===== config.mk =====
export PLATFORM = sky130hd
export DESIGN_NAME = flash_guard
export DESIGN_NICKNAME = d
export VERILOG_FILES = /design/src/rtl/flg_pkg.sv /design/src/rtl/flg_check.sv /design/src/rtl/flg_regs.sv /design/src/rtl/flash_guard.sv
export SDC_FILE = /design/constraint.sdc
export NUM_CORES = 1
export LEC_CHECK = 0
export ABC_AREA = 1
export BUFFER_PORTS_ARGS = -buffer_cell sky130_fd_sc_hd__clkbuf_2
export CORE_MARGIN = 2
export CORE_UTILIZATION = 50
export DETAILED_ROUTE_END_ITERATION = 8
export GPL_TIMING_DRIVEN = 0
export PLACE_DENSITY = 0.84
export SLEW_MARGIN = 10
export SYNTH_ARGS = -nofsm -noshare
export SYNTH_HDL_FRONTEND = slang
export SYNTH_SLANG_ARGS = --single-unit

===== constraint.sdc =====
create_clock -name clk -period 3.1 [get_ports clk]
set_clock_uncertainty 0.15 [all_clocks]
set_input_delay 0.31 -clock clk [delete_from_list [all_inputs] [get_ports clk]]
set_output_delay 0.31 -clock clk [all_outputs]
set_load 0.02 [all_outputs]

===== src/rtl/flg_pkg.sv =====
package flg_pkg;
   typedef enum logic [1:0] {
      SEL_CMD  = 2'd0,
      SEL_PAGE = 2'd1,
      SEL_CTRL = 2'd2,
      SEL_NONE = 2'd3
   } reg_sel_e;

   localparam logic [7:0] CODE_PAGE_ERASE = 8'h55;
   localparam logic [7:0] CODE_MASS_ERASE = 8'hAA;

   localparam int CTL_PWE = 0;
   localparam int CTL_MEE = 1;
   localparam int CTL_SEC = 2;
endpackage


===== src/rtl/flg_check.sv =====
module flg_check #(
   parameter int PG_W = 7
) (
   input  logic            cmd_wr,
   input  logic [7:0]      cmd_code,
   input  logic            pwe,
   input  logic            mee,
   input  logic            armed,
   input  logic            secure,
   input  logic            dbg_en,
   input  logic            blocked,
   input  logic [PG_W-1:0] page_num,
   input  logic            st_valid,
   input  logic [PG_W-1:0] st_page,
   output logic            pe_ok,
   output logic            me_ok,
   output logic            pg_ok,
   output logic            me_try,
   output logic            pg_try,
   output logic            refuse
);
   import flg_pkg::*;

   logic pe_try;
   logic pe_lock;
   logic pg_lock;

   always_comb begin
      pe_try  = cmd_wr && (cmd_code == CODE_PAGE_ERASE);
      me_try  = cmd_wr && (cmd_code == CODE_MASS_ERASE);
      pg_try  = st_valid && pwe;
      // page zero lock while secured
      pe_lock = secure && (page_num == '0);
      pg_lock = secure && (st_page == '0);
      pe_ok   = pe_try && !blocked && armed && !pe_lock;
      me_ok   = me_try && !blocked && mee && dbg_en;
      // a coinciding erase attempt wins over a store
      pg_ok   = pg_try && !blocked && !pe_try && !me_try && !pg_lock;
      refuse  = (pe_try && !pe_ok) || (me_try && !me_ok) || (pg_try && !pg_ok);
   end
endmodule


===== src/rtl/flg_regs.sv =====
module flg_regs #(
   parameter int PG_W         = 7,
   parameter bit HAS_SECURITY = 1'b1
) (
   input  logic            clk,
   input  logic            rst_n,
   input  logic            page_wr,
   input  logic [PG_W-1:0] page_in,
   input  logic            ctrl_wr,
   input  logic            pwe_in,
   input  logic            mee_in,
   input  logic            sec_in,
   input  logic            int_en,
   input  logic            stat_rd,
   input  logic            pe_ok,
   input  logic            me_try,
   input  logic            pg_try,
   input  logic            refuse,
   output logic            pwe,
   output logic            mee,
   output logic            armed,
   output logic [PG_W-1:0] page_num,
   output logic            secure,
   output logic            err
);
   always_ff @(posedge clk) begin
      if (!rst_n) begin
         page_num <= '0;
         armed    <= 1'b0;
         mee      <= 1'b0;
         pwe      <= 1'b0;
         err      <= 1'b0;
      end else begin
         if (page_wr) begin
            page_num <= page_in;
            armed    <= 1'b1;
         end else if (pe_ok) begin
            page_num <= '0;
            armed    <= 1'b0;
         end
         if (ctrl_wr)     mee <= mee_in;
         else if (me_try) mee <= 1'b0;
         if (ctrl_wr && !int_en) pwe <= pwe_in;
         else if (pg_try)        pwe <= 1'b0;
         if (refuse)       err <= 1'b1;
         else if (stat_rd) err <= 1'b0;
      end
   end

   generate
      if (HAS_SECURITY) begin : g_sec
         logic sec_q;
         always_ff @(posedge clk) begin
            if (!rst_n)                sec_q <= 1'b0;
            else if (ctrl_wr && sec_in) sec_q <= 1'b1;
         end
         assign secure = sec_q;

         assert_secure_sticky_R8: assert property (@(posedge clk) disable iff (!rst_n)
            $past(rst_n) |-> !$fell(sec_q));
      end else begin : g_nosec
         assign secure = 1'b0;
      end
   endgenerate

   assert_pwe_guard_R7: assert property (@(posedge clk) disable iff (!rst_n)
      ($past(rst_n) && $rose(pwe)) |-> !$past(int_en));
   assert_mee_spent_R5: assert property (@(posedge clk) disable iff (!rst_n)
      ($past(rst_n) && $past(me_try)) |-> !mee);
   assert_err_set_R11: assert property (@(posedge clk) disable iff (!rst_n)
      ($past(rst_n) && $past(refuse)) |-> err);
endmodule


===== src/rtl/flash_guard.sv =====
module flash_guard #(
   parameter int ADDR_W       = 16,
   parameter int PAGE_LOG2    = 9,
   parameter bit HAS_SECURITY = 1'b1
) (
   input  logic              clk,
   input  logic              rst_n,
   input  logic              reg_wr,
   input  logic [1:0]        reg_sel,
   input  logic [7:0]        reg_wdata,
   input  logic              stat_rd,
   output logic [7:0]        stat_rdata,
   input  logic              st_valid,
   input  logic [ADDR_W-1:0] st_addr,
   input  logic [7:0]        st_data,
   output logic              ram_we,
   input  logic              dbg_port_en,
   input  logic              int_en,
   input  logic              flash_busy,
   output logic              fl_page_erase,
   output logic              fl_mass_erase,
   output logic              fl_program,
   output logic [ADDR_W-1:0] fl_addr,
   output logic [7:0]        fl_data
);
   import flg_pkg::*;

   localparam int PG_W = ADDR_W - PAGE_LOG2;

   generate
      if (PAGE_LOG2 < 1 || PG_W < 1 || PG_W > 7) begin : g_bad_geometry
         $error("flash_guard: page number must be 1..7 bits wide");
      end
   endgenerate

   reg_sel_e        sel;
   logic            cmd_wr, page_wr, ctrl_wr;
   logic            pwe, mee, armed, secure, err;
   logic [PG_W-1:0] page_num;
   logic            pe_ok, me_ok, pg_ok, me_try, pg_try, refuse;
   logic            blocked;

   assign sel     = reg_sel_e'(reg_sel);
   assign cmd_wr  = reg_wr && (sel == SEL_CMD);
   assign page_wr = reg_wr && (sel == SEL_PAGE);
   assign ctrl_wr = reg_wr && (sel == SEL_CTRL);
   // the cycle holding a request pulse counts as busy
   assign blocked = flash_busy || fl_page_erase || fl_mass_erase || fl_program;

   flg_regs #(.PG_W(PG_W), .HAS_SECURITY(HAS_SECURITY)) u_regs (
      .clk      (clk),
      .rst_n    (rst_n),
      .page_wr  (page_wr),
      .page_in  (reg_wdata[PG_W:1]),
      .ctrl_wr  (ctrl_wr),
      .pwe_in   (reg_wdata[CTL_PWE]),
      .mee_in   (reg_wdata[CTL_MEE]),
      .sec_in   (reg_wdata[CTL_SEC]),
      .int_en   (int_en),
      .stat_rd  (stat_rd),
      .pe_ok    (pe_ok),
      .me_try   (me_try),
      .pg_try   (pg_try),
      .refuse   (refuse),
      .pwe      (pwe),
      .mee      (mee),
      .armed    (armed),
      .page_num (page_num),
      .secure   (secure),
      .err      (err)
   );

   flg_check #(.PG_W(PG_W)) u_check (
      .cmd_wr   (cmd_wr),
      .cmd_code (reg_wdata),
      .pwe      (pwe),
      .mee      (mee),
      .armed    (armed),
      .secure   (secure),
      .dbg_en   (dbg_port_en),
      .blocked  (blocked),
      .page_num (page_num),
      .st_valid (st_valid),
      .st_page  (st_addr[ADDR_W-1:PAGE_LOG2]),
      .pe_ok    (pe_ok),
      .me_ok    (me_ok),
      .pg_ok    (pg_ok),
      .me_try   (me_try),
      .pg_try   (pg_try),
      .refuse   (refuse)
   );

   always_ff @(posedge clk) begin
      if (!rst_n) begin
         fl_page_erase <= 1'b0;
         fl_mass_erase <= 1'b0;
         fl_program    <= 1'b0;
         fl_addr       <= '0;
         fl_data       <= '0;
      end else begin
         fl_page_erase <= pe_ok;
         fl_mass_erase <= me_ok;
         fl_program    <= pg_ok;
         if (pe_ok)      fl_addr <= {page_num, {PAGE_LOG2{1'b0}}};
         else if (pg_ok) fl_addr <= st_addr;
         else            fl_addr <= '0;
         fl_data <= pg_ok ? st_data : 8'h00;
      end
   end

   assign ram_we     = st_valid && !pwe;
   assign stat_rdata = {3'b000, armed, err, secure, mee, pwe};

   assert_req_idle_R10: assert property (@(posedge clk) disable iff (!rst_n)
      ($past(rst_n) && (fl_page_erase || fl_mass_erase || fl_program))
         |-> (!$past(flash_busy) && !$past(fl_page_erase || fl_mass_erase || fl_program)));
   assert_mass_dbg_R3: assert property (@(posedge clk) disable iff (!rst_n)
      ($past(rst_n) && fl_mass_erase) |-> $past(dbg_port_en));
   assert_page0_lock_R9: assert property (@(posedge clk) disable iff (!rst_n)
      ($past(rst_n) && (fl_program || fl_page_erase) && (fl_addr[ADDR_W-1:PAGE_LOG2] == '0))
         |-> !$past(secure));
   assert_one_req_R12: assert property (@(posedge clk) disable iff (!rst_n)
      $onehot0({fl_page_erase, fl_mass_erase, fl_program}));
endmodule


==> flow_summary.yaml, run 1 <==
placement:
  globalplace.congestion: 0.770
  dp_hpwl_um: 2720
  numPortBuffers: 74
  pre_cts_ws_ns: 1.48
timing:
  hold_ws_ns: 0.0109
  post-route-min-period_ns: 1.50
  fin_setup_tns_ns: 0
  slew_viol_final: 0
  setup_violations: 0
  timing.final.ws_setup_ns: 1.60
  fmax_ghz: 0.666
  rsz0062_at_grt: "false"
  finalHoldViolCount: 0
  period_share_pct: 48.5
worst_setup_path:
  cp_slowest_cell: "dfxtp_1"
  arrival_ns: 1.64
  start_kind: "register"
  crit_chain: "nor2_4, nand3_2, nor2_4, nand3_4, nor2_8, inv_8, buf_12, nor2_4"
  reg2reg_depth: 8
  cp.required_ns: 3.23
  crit_fanout: 10
  critPathMaxStageDelay_ns: 0.35
  path_common_cell: "nor2_4"
  end_kind: "register"
  critical_path_class: "register to register"
run:
  cap_violations: 0
clock_tree:
  insertion_delay_ns: 0.33
  cts.sinks: 39
  htree_levels: 2
  clockBufferDepth: 2
  cts_root_buffer: "clkbuf_4"
  cts_tree: "built"
  path_clk_slew_ns: 0.11
  cts_buffers: 5
  post_cts_buffers: 0
global_routing:
  grt_use_total_pct: 17.9
  grt_pass1_vias: 1344
  grt_overflow: 0
  antenna_found_initial: 0
  grt_start_max_net_pins: 13
  grt_pass1_wl_um: 5690
die:
  io_pins: 78
  dieHeight_um: 64.0
  fp.dieW_um: 64.0
  start_util_pct: 53.1
  design.die.area_um2: 4090
  num_rows: 21
  core_area_um2: 3390
routing:
  drc_errors: 0
  wl_per_cell_um: 9.58
  vias_per_cell: 4.39
  antenna_left: 0
  vias: 1558
  drt_iter0_markers: 72
  drt_wl_total_um: 3400
  drt-pass1-iter-count: 4
pwr:
  power.share.clock_pct: 28.0
  ir_worst_vdd_v: 0.000237
  pwr-share-comb_pct: 12.4
  intPower_w: 0.000643
  switchingPower_w: 0.000215
  power_frac_seq_pct: 59.6
  powerDensity_nw_per_um2: 368
  swShare_pct: 25.0
  leakage_nw: 1.23
min_path:
  hp-class: "primary input to register"
  min_path_cells: 3
layout:
  area_delta_synth_final_pct: 29.4
  nNetsFinal: 350
  antennaDiodeCount: 0
  fillCellCount: 267
  drive_above_1_share_pct: 38.8
  layout.cells.most_common: "clkbuf_2"
  final_cell_mix: "clkbuf_2 (74), nand2_1 (52), dfxtp_1 (39)"
synthesis:
  ys_seq_elements: 39
  syn_avg_cell_area_um2: 8.14
  yosysUniqueCellTypes: 27
  synth_cells: 221
  synth-main-ff-cell: "dfxtp_1"
  synth.yosys.seq_area_share_pct: 43.4
  netlist_area_um2: 1800
  async_flop_share_pct: 0
  synth-edff-count: 0
  ys_warn_count: 0
status:
  status: "finished, final reports clean"
[worst max-delay path: cells and delay by family (launching register included)]
kind / cells / cell delay, ns
buf+inv: 2 / 0.22
simple gates: 6 / 0.73
flops: 1 / 0.35
[cell families (layout without fill, tap and decap cells)]
group,after synthesis,after routing,synth area share (%)
AND/OR/NAND/NOR,119,119,37.8
buffers and inverters,47,133,14.3
flip-flops,39,39,43.4
AO/OA/AOI/OAI,15,15,4.31
other,1,3,0.208
[synthesized netlist by cell type (6+ instances only)]
master	count	area (um^2)
nand3_1	6	30.0
inv_1	32	120
a21oi_1	6	30.0
o21ai_0	8	40.0
nand2_1	52	195
nor2_4	15	169
nor2_1	30	113
buf_4	8	60.1
dfxtp_1	39	781
[cell type report]
| type | count | area [um^2] | share of cell area [%] |
|---|---|---|---|
| sequential | 39 | 781 | 33.5 |
| multi-input combinational | 137 | 769 | 33.0 |
| timing repair buffer | 78 | 410 | 17.6 |
| inverter | 37 | 173 | 7.42 |
| buffer | 10 | 83.8 | 3.60 |
| tap | 46 | 57.6 | 2.47 |
| clock buffer | 6 | 41.3 | 1.77 |
| clock inverter | 2 | 12.5 | 0.537 |
[power groups by stage]
stage | logic, W | registers, W | clock network, W
finish | 0.000106 | 0.000511 | 0.000240
global route | 0.000118 | 0.000513 | 0.000275
CTS | 0.000105 | 0.000511 | 0.000248
detailed placement | 0.000102 | 0.000523 | 0
global placement | 0.000100 | 0.000523 | 0
floorplan | 0.0000593 | 0.000523 | 0
[per-stage QoR]
stage / utilization, % / total power, W / instance area, um^2 / instances
after floorplan: - / 0.000582 / 1810 / 223
after global placement: 65.9 / 0.000623 / 2230 / 343
after detailed placement: 65.9 / 0.000625 / 2230 / 343
after CTS: 68.1 / 0.000864 / 2310 / 353
after global routing: 68.7 / 0.000905 / 2330 / 355
final: 68.7 / 0.000858 / 2330 / 355
[path summary, 6_finish.rpt]
path / start / endpoint / slack, ns
worst min-delay path: st_data[6] / fl_data[6] / 0.01
worst min register to register: u_regs.page_num[0] / fl_addr[9] / 0.33
worst max-delay path: fl_page_erase / fl_addr[4] / 1.60
worst max register to register: fl_page_erase / fl_addr[4] / 1.60
[state kept, by name, indices dropped and copies added (netlist names)]
| name | flops |
|---|---|
| u_regs.secure | 1 |
| fl_mass_erase | 1 |
| u_regs.pwe | 1 |
| fl_data | 8 |
| fl_program | 1 |
| u_regs.page_num | 7 |
| u_regs.err | 1 |
| u_regs.armed | 1 |
| fl_addr | 16 |
| u_regs.mee | 1 |
| fl_page_erase | 1 |
[metal layers]
| layer | share of wire, % | routed length, um | track usage (%) |
|---|---|---|---|
| met5 | 0 | 0 | 0 |
| met3 | 6.3 | 214 | 5.11 |
| met1 | 43 | 1480 | 22.2 |
| met4 | 1.4 | 49 | 6.52 |
| met2 | 49 | 1660 | 29.4 |
[what timing repair did]
action | CTS | global route
hold buffers | 2 | 2
endpoints found under the hold margin | 2 | 2
resized for setup | 0 | 0
Power figures use the tool's default switching activity.
==> run 2, diff against run 1 <==
CORE_UTILIZATION = 47   (was 50)
PLACE_DENSITY = 0.79   (was 0.84)
clock period = 1.5 ns   (was 3.1 ns; I/O delays follow)
==> run 2 against run 1 <==
The flow now finishes with violations (setup timing). Sequential power up 110%. Design area up 17%. Routed wire length up 42%. Via count up 14%. Critical path depth down 1. Non-clock buffer count up 33. Register-to-register slack worse by 1.6 ns. Sequential cell count unchanged. Largest cell class is now non-clock buffers. Power up 140%.
==> flow_summary.yaml, run 2 (synthesized netlist as in run 1, its figures left out) <==
status:
  status: "finished with violations"
  violations: "setup timing"
timing:
  finalHoldViolCount: 0
  slew_viol_final: 0
  period_share_pct: 101
  timing.final.ws_setup_ns: -0.0150
  fmax_ghz: 0.660
  setup_violations: 1
  post-route-min-period_ns: 1.52
run:
  cap_violations: 0
worst_setup_path:
  arrival_ns: 1.59
  reg2reg_slack_ns: -0.02
  start_kind: "register"
  startpoint: "fl_program"
  reg2reg_depth: 7
  crit_end: "fl_addr[14]"
  reg2reg_to: "fl_addr[14]"
  end_kind: "register"
  critical_path_class: "register to register"
  crit_fanout: 7
  cp.required_ns: 1.57
  reg2reg_from: "fl_program"
global_routing:
  grt_pass1_wl_um: 6760
  grt_pass1_vias: 1609
  antenna_found_initial: 0
  grt_overflow: 0
  grt_use_total_pct: 20.4
  grt_start_max_net_pins: 13
die:
  start_util_pct: 49.1
  design.die.area_um2: 4340
  io_pins: 78
  core_area_um2: 3660
  num_rows: 22
  dieHeight_um: 65.9
  fp.dieW_um: 65.9
placement:
  globalplace.congestion: 0.761
  postPlaceCellArea_um2: 2240
  place_inst: 345
  dp_hpwl_um: 2910
  pre_cts_ws_ns: -0.0164
  numPortBuffers: 74
layout:
  largest-register: "fl_addr"
  nNetsFinal: 384
  final_cell_mix: "clkbuf_2 (74), nand2_1 (51), dfxtp_1 (35)"
  drive_above_1_share_pct: 40.5
  area_delta_synth_final_pct: 51.3
  finalNonFillerCells: 391
  layout.cells.most_common: "clkbuf_2"
  design_area_um2: 2720
  largest_reg_flops: 16
  reg.largest.list: "fl_addr x16, fl_data x8, u_regs.page_num x7"
  fillCellCount: 252
  antennaDiodeCount: 0
pwr:
  pwr-share-comb_pct: 14.1
  powerDensity_nw_per_um2: 744
  switchingPower_w: 0.000505
  power_frac_seq_pct: 52.3
  power.share.clock_pct: 33.7
  intPower_w: 0.00152
  leakage_nw: 1.40
  ir_worst_vdd_v: 0.000488
  swShare_pct: 24.9
routing:
  drc_errors: 0
  vias: 1770
  vias_per_cell: 4.53
  drt_iter0_markers: 106
  drt_wl_total_um: 4820
  wl_per_cell_um: 12.3
  drt-pass1-iter-count: 4
  antenna_left: 0
clock_tree:
  cts_root_buffer: "clkbuf_8"
  insertion_delay_ns: 0.28
  clockBufferDepth: 2
  htree_levels: 2
  cts_tree: "built"
  cts.sinks: 39
  cts_buffers: 5
  path_clk_slew_ns: 0.08
min_path:
  min_path_cells: 5
  hp-class: "primary input to register"
## run 2: metrics by stage
step	setup TNS, ns	total power [W]	hold WS, ns	util [%]
floorplan	0	0.00120	0.103	-
global placement	0	0.00129	0.199	61.1
detailed placement	-0.0730	0.00129	0.202	61.1
CTS	0	0.00201	0.00852	71.8
global route	-0.132	0.00210	0.0380	74.3
finish	-0.0150	0.00203	0.0196	74.3
## run 2: power groups by stage
stage               clock network (W)  logic (W)  registers [W]
CTS                          0.000683   0.000270        0.00106
global placement                    0   0.000207        0.00108
detailed placement                  0   0.000211        0.00108
finish                       0.000682   0.000285        0.00106
floorplan                           0   0.000123        0.00108
global route                 0.000732   0.000310        0.00106
## run 2: layout make-up
class	instances	area, um^2	area share [%]
buffer	10	83.8	3.08
timing repair buffer	111	738	27.1
multi-input combinational	137	790	29.0
timing repair inverter	1	6.26	0.230
clock inverter	2	12.5	0.460
inverter	37	173	6.34
tap	48	60.1	2.21
clock buffer	6	72.6	2.67
sequential	39	786	28.9
## run 2: what timing repair did
item,4_1_cts,5_1_grt
pin swaps,1,9
setup buffers,2,5
hold buffers,29,0
endpoints found under the setup margin,10,23
gates resized for setup,1,10
hold endpoints to repair,29,0
cloned,0,2
## run 2: critical path: stages (launching register included)
cell and delay [ns]:
dfxtp_2 0.33, nor2_4 0.13, nand3_1 0.20, nor2_4 0.19, nand2_4 0.09, nor2_8 0.14
nand2_1 0.11, nand2_1 0.10
## run 2: how the worst min path moves through the flow
stage / from / end / slack [ns]
2_1_floorplan: st_addr[10] / fl_addr[10] / 0.10
3_3_place_gp: st_addr[0] / fl_addr[0] / 0.20
3_5_place_dp: st_data[3] / fl_data[3] / 0.20
4_1_cts: st_addr[11] / fl_addr[11] / 0.009
5_1_grt: reg_sel[1] / u_regs.secure / 0.04
6_report: st_addr[11] / fl_addr[11] / 0.02
## run 2: metal layers
| metal | share of wire [%] | GRT usage, % | vias to the layer above |
|---|---|---|---|
| met1 | 40 | 22.4 | 807 |
| met3 | 5.0 | 4.43 | 7 |
| met5 | 0 | 0 | - |
| li1 | - | - | 894 |
| met4 | 1.2 | 7.29 | 0 |
| met2 | 54 | 38.3 | 62 |
